## config.mk

```make
export PLATFORM = sky130hd
export DESIGN_NAME = split_counter
export DESIGN_NICKNAME = d
export VERILOG_FILES = /design/src/rtl/split_cnt_pkg.sv /design/src/rtl/split_cnt_lane.sv /design/src/rtl/split_cnt_carry.sv /design/src/rtl/split_counter.sv
export SDC_FILE = /design/constraint.sdc
export NUM_CORES = 1
export LEC_CHECK = 0
export BUFFER_PORTS_ARGS = -buffer_cell sky130_fd_sc_hd__buf_2
export CAP_MARGIN = 0
export CELL_PAD_IN_SITES_DETAIL_PLACEMENT = 1
export CELL_PAD_IN_SITES_GLOBAL_PLACEMENT = 2
export CORE_MARGIN = 4
export CORE_UTILIZATION = 28
export DETAILED_ROUTE_END_ITERATION = 10
export PLACE_DENSITY_LB_ADDON = 0.1
export SKIP_LAST_GASP = 1
export SLEW_MARGIN = 15
export SYNTH_ARGS = -nofsm -noshare
export SYNTH_HDL_FRONTEND = slang
export SYNTH_SLANG_ARGS = --single-unit
```

## constraint.sdc

```tcl
create_clock -name clk_i -period 1.3 [get_ports clk_i]
set_input_delay 0.26 -clock clk_i [delete_from_list [all_inputs] [get_ports clk_i]]
set_output_delay 0.26 -clock clk_i [all_outputs]
set_load 0.02 [all_outputs]
```

## src/rtl/split_cnt_pkg.sv

```systemverilog
`timescale 1ns/1ps
package split_cnt_pkg;

  // Total bit count of a counter made of n lanes of w bits.
  function automatic int total_bits(input int w, input int n);
    return w * n;
  endfunction

  // Enabled cycles between two steps of lane k.
  function automatic longint unsigned lane_period(input int w, input int k);
    return 64'd1 << (w * k);
  endfunction

endpackage

```

## src/rtl/split_cnt_lane.sv

```systemverilog
`timescale 1ns/1ps
module split_cnt_lane #(
  parameter int W = 4
) (
  input  logic         clk_i,
  input  logic         srst_i,
  input  logic         inc_i,
  output logic [W-1:0] val_o,
  output logic         full_o
);
  localparam logic [W-1:0] LANE_ONES = {W{1'b1}};
  localparam logic [W-1:0] LANE_PRE  = LANE_ONES - W'(1);

  function automatic logic [W-1:0] bump(input logic [W-1:0] v);
    return v + W'(1);
  endfunction

  function automatic logic at_pre(input logic [W-1:0] v);
    return v == LANE_PRE;
  endfunction

  // The full flag is set one step early, so it is a flop output
  // exactly when the lane holds all ones.
  always_ff @(posedge clk_i) begin
    if (srst_i) begin
      val_o  <= '0;
      full_o <= 1'b0;
    end else if (inc_i) begin
      val_o  <= bump(val_o);
      full_o <= at_pre(val_o);
    end
  end

  AST_FLAG_TRACKS: assert property (@(posedge clk_i) disable iff (srst_i)
    full_o == (val_o == LANE_ONES));

  AST_LANE_HOLD: assert property (@(posedge clk_i) disable iff (srst_i)
    !inc_i |=> $stable(val_o));

endmodule

```

## src/rtl/split_cnt_carry.sv

```systemverilog
`timescale 1ns/1ps
module split_cnt_carry #(
  parameter int N = 4
) (
  input  logic         en_i,
  input  logic [N-1:0] full_i,
  output logic [N-1:0] inc_o,
  output logic         tc_o
);
  // below[k]: every lane under k is full.
  logic [N:0] below;

  assign below[0] = 1'b1;

  for (genvar k = 0; k < N; k++) begin : g_chain
    assign below[k+1] = below[k] & full_i[k];
    assign inc_o[k]   = en_i & below[k];
  end

  assign tc_o = en_i & below[N];

endmodule

```

## src/rtl/split_counter.sv

```systemverilog
`timescale 1ns/1ps
module split_counter #(
  parameter int SEG_W = 4,
  parameter int SEG_N = 4
) (
  input  logic                                            clk_i,
  input  logic                                            srst_i,
  input  logic                                            step_en_i,
  output logic [split_cnt_pkg::total_bits(SEG_W,SEG_N)-1:0] value_o,
  output logic                                            last_o
);
  localparam int TOT = split_cnt_pkg::total_bits(SEG_W, SEG_N);

  logic [SEG_N-1:0] lane_inc;
  logic [SEG_N-1:0] lane_full;
  logic [SEG_W-1:0] lane_val [SEG_N];

  split_cnt_carry #(.N(SEG_N)) u_carry (
    .en_i   (step_en_i),
    .full_i (lane_full),
    .inc_o  (lane_inc),
    .tc_o   (last_o)
  );

  for (genvar k = 0; k < SEG_N; k++) begin : g_lane
    split_cnt_lane #(.W(SEG_W)) u_lane (
      .clk_i  (clk_i),
      .srst_i (srst_i),
      .inc_i  (lane_inc[k]),
      .val_o  (lane_val[k]),
      .full_o (lane_full[k])
    );
    assign value_o[k*SEG_W +: SEG_W] = lane_val[k];

    if (k > 0) begin : g_upper
      // Enabled cycles seen since this lane last stepped.
      logic [TOT-1:0] gap_q;
      always_ff @(posedge clk_i) begin
        if (srst_i)           gap_q <= '0;
        else if (lane_inc[k]) gap_q <= '0;
        else if (step_en_i)   gap_q <= gap_q + TOT'(1);
      end

      AST_UPPER_NEEDS_LOWER: assert property (@(posedge clk_i) disable iff (srst_i)
        lane_inc[k] |-> (&value_o[k*SEG_W-1:0]));

      AST_UPPER_PERIOD: assert property (@(posedge clk_i) disable iff (srst_i)
        lane_inc[k] |-> gap_q == TOT'(split_cnt_pkg::lane_period(SEG_W, k) - 64'd1));
    end
  end

  AST_RESET_CLEARS: assert property (@(posedge clk_i)
    srst_i |=> value_o == '0);

  AST_COUNT_STEP: assert property (@(posedge clk_i) disable iff (srst_i)
    step_en_i |=> value_o == $past(value_o) + TOT'(1));

  AST_IDLE_HOLD: assert property (@(posedge clk_i) disable iff (srst_i)
    !step_en_i |=> $stable(value_o));

  AST_IDLE_NO_TC: assert property (@(posedge clk_i) disable iff (srst_i)
    !step_en_i |-> !last_o);

  AST_TC_FULL: assert property (@(posedge clk_i) disable iff (srst_i)
    last_o |-> (&value_o));

  AST_TC_WRAP: assert property (@(posedge clk_i) disable iff (srst_i)
    last_o |=> value_o == '0);

endmodule

```

==> qor.tcl <==
set qor(grt_setup_unrepaired) {true}
set qor(outcome) {finished with violations}
set qor(post-route-period-util_pct) 106
set qor(drt_pre_antenna_iters) 4
set qor(synth_edf_count) 0
set qor(r2r_setup_slack_ns) 0.07
set qor(synth_warnings) 0
set qor(switching_share_pct) 23.8
set qor(drc_viols) 0
set qor(post-synth-top-area-fraction_pct) 44.6
set qor(post-synth-top-count-cell) {dfxtp_1}
set qor(num_vias) 779
set qor(grt_max_degree) 20
set qor(global_route.overflow_total) 0
set qor(max_freq_mhz) 727
set qor(crit_end) {last_o}
set qor(hold_path.class) {in -> reg}
set qor(post_detailed_route_wirelength_per_cell_um) 12.0
set qor(dr_wl_met3_um) 77
set qor(m1WireLength_um) 958
set qor(seq_area_sq_um) 403
set qor(synth-seq-area-share_pct) 44.6
set qor(area_growth_syn_to_layout_pct) 29.0
set qor(die_width_um) 64.6
set qor(max-cap-violations) 0
set qor(via_count_of_the_first_global_routing_pass) 790
set qor(critical_path.startpoint) {g_lane[1].u_lane.full_o}
set qor(place_ws_ns) 0.0560
set qor(synth_async_sr_flop_share_pct) 0
set qor(cts-root-buf) {clkbuf_4}
set qor(final_nets) 138
set qor(grt_pass1_wl_um) 3530
set qor(whs_ns) 0.310
set qor(cp-start-kind) {register}
set qor(hpwl_um) 1410
set qor(crit_arrival_ns) 1.11
set qor(clkPwrFrac_pct) 35.6
set qor(floorplan.initialDensity_pct) 29.4
set qor(crit-reg2reg-launch) {g_lane[0].u_lane.full_o}
set qor(cts.sinks) 20
set qor(syn-cell-area_sq_um) 897
set qor(synth_top_cells_by_area) {dfxtp_1 45%, ha_1 11%, nor2_1 5.0%, nand4_1 4.9%, a21oi_1 4.5%}
set qor(routed.top_layer) {met4}
set qor(netSwitchingPower_uw) 253
set qor(p_leak_uw) 0.000490
set qor(row_count) 20
set qor(ys_seq_elements) 20
set qor(setup_slack_ns) -0.0747
set qor(avgSynthCellArea_sq_um) 9.15
set qor(n_fill_cell) 373
set qor(antenna_cells) 0
set qor(slew_violations) 0
set qor(cp_max_fo) 2
set qor(cts.path.max_buffers) 2
set qor(grt_use_total_pct) 10.7
set qor(cts_tree) {built}
set qor(layout.core_utilization_pct) 37.9
set qor(ant_nets) 0
set qor(layout-drive-gt1-share_pct) 32.5
set qor(ports) 20
set qor(report.final.setup_viol) 1
set qor(timing.clock.skew_ns) 0.00567
set qor(cts_inserted_buffers) 3
set qor(failing_checks) {setup timing}
set qor(cts-hold-fix-buffers) 0
set qor(met2WireLength_um) 963
set qor(synth_cells) 98
set qor(drt-initial-drc-count) 18
set qor(length_in_cells_of_the_worst_reg_to_reg_path) 4
set qor(seq_power_share_pct) 59.1
set qor(core_sq_mm) 0.00305
set qor(clk_pin_slew_ns) 0.12
set qor(final-hold-violation-count) 0
set qor(timing.slew.headroom_pct) 84.6
set qor(insertion_delay_ns) 0.31
set qor(drt_via_density) 4.58
set qor(netlist_top_cells_count) {20 x dfxtp_1, 12 x nor2_1, 8 x a21oi_1, 8 x ha_1, 7 x nand4_1}
set qor(power_per_cell_area_mw_per_mm2) 920
set qor(vdd_ir_drop_max_mv) 0.358
set qor(internal_power_contribution_uw) 811
set qor(place.detailed.instances) 162
set qor(multi_input_comb_area_sq_um) 475
set qor(synth_top_area_cell) {dfxtp_1}
set qor(share_comb_of_total_power_pct) 5.3
set qor(regToRegEndpoint) {g_lane[3].u_lane.val_o[3]}
set qor(synthFlopType) {dfxtp_1}
set qor(final_cells) 170
set qor(synth.net_count) 109
set qor(synth_cell_type_count) 26
set qor(postRouteWirelength_um) 2030
set qor(tns_ns) -0.0747
set qor(critical_path_required_ns) 1.04
set qor(design.die.area_sq_mm) 0.00417
set qor(number_of_antenna_violations_at_the_first_check_in_global_routing) 0
set qor(cts-htree-levels) 1
set qor(worstMarginPinSlew_ns) 0.230
set qor(buffers_added_on_ports) 19
set qor(period_minus_slack_ns) 1.37
set qor(crit_path_end_kind) {output port}
set qor(die-height_um) 64.6
set qor(gp_weighted_congestion) 0.685
set qor(setup.worst_path.class) {reg -> out}
==> cell type report <==
cell class,count,share of cell area [%]
clock buffer,4,3.14
inverter,5,1.62
multi-input combinational,69,41.1
sequential,20,34.8
tap,44,4.76
timing repair buffer,28,14.6
==> timing repair <==
item / CTS / global route
resized for setup: 6 / 2
endpoints found under the setup margin: 1 / 4
gates cloned: 0 / 0
buffers inserted: 3 / 1
pin swaps: 2 / 2
==> critical path, stage by stage, from the launching register on <==
cell and delay, ns:
dfxtp_2 0.35, and3_4 0.18, and3_4 0.17, buf_6 0.11
==> worst min path at each step <==
| stage | startpoint | endpoint | slack, ns | cells after the start |
|---|---|---|---|---|
| floorplan | g_lane[3].u_lane.full_o | g_lane[3].u_lane.full_o | 0.43 | 2 |
| global placement | g_lane[3].u_lane.full_o | g_lane[3].u_lane.full_o | 0.45 | 2 |
| detailed placement | g_lane[3].u_lane.full_o | g_lane[3].u_lane.full_o | 0.44 | 2 |
| CTS | srst_i | g_lane[2].u_lane.val_o[3] | 0.31 | 3 |
| global route | srst_i | g_lane[2].u_lane.val_o[3] | 0.31 | 3 |
| finish | srst_i | g_lane[2].u_lane.val_o[3] | 0.31 | 3 |
==> placed cells by master, fill, tap and decap left out, types with 2 or more instances in the layout <==
cell type | netlist | layout
clkbuf_4 | 0 | 3
xnor2_1 | 4 | 4
a211oi_1 | 3 | 3
nand2_1 | 4 | 4
xor2_1 | 4 | 4
nand3_1 | 4 | 4
buf_2 | 1 | 18
a21oi_1 | 8 | 7
and3_4 | 0 | 2
ha_1 | 8 | 8
buf_4 | 1 | 9
nor2_1 | 12 | 12
dfxtp_2 | 0 | 2
or3_1 | 3 | 2
inv_1 | 5 | 5
nand4_1 | 7 | 7
dfxtp_1 | 20 | 18
o21ai_0 | 3 | 3
==> power groups by stage <==
| stage | clock network [uW] | registers [uW] | logic (uW) |
|---|---|---|---|
| 5_1_grt | 423 | 632 | 62.0 |
| 2_1_floorplan | 0 | 650 | 26.9 |
| 3_3_place_gp | 0 | 643 | 56.6 |
| 6_report | 379 | 629 | 56.7 |
| 4_1_cts | 396 | 629 | 57.6 |
| 3_5_place_dp | 0 | 643 | 57.2 |
==> logic make-up after synthesis <==
family | after synthesis | share of synthesized area, %
compound gates | 15 | 9.62
xor+xnor | 8 | 7.81
fa+ha+maj | 8 | 11.2
buf+inv | 9 | 4.32
flops | 20 | 44.6
mux | 1 | 1.26
simple gates | 37 | 21.2
==> per-layer routing <==
layer,GRT usage [%],up-vias
li1,-,391
met1,13.2,371
met2,17.4,13
met3,2.95,4
met4,4.75,0
met5,0,-
==> flip-flops by register name, summed over array words and instances, names as in the netlist <==
| register | cells |
|---|---|
| g_lane.u_lane.val_o | 16 |
| g_lane.u_lane.full_o | 4 |
==> per-stage QoR <==
| stage | area (sq um) | power (uW) |
|---|---|---|
| 2_1_floorplan | 897 | 677 |
| 3_3_place_gp | 1060 | 699 |
| 3_5_place_dp | 1060 | 700 |
| 4_1_cts | 1140 | 1080 |
| 5_1_grt | 1160 | 1120 |
| 6_report | 1160 | 1060 |
Power figures use the tool's default switching activity.
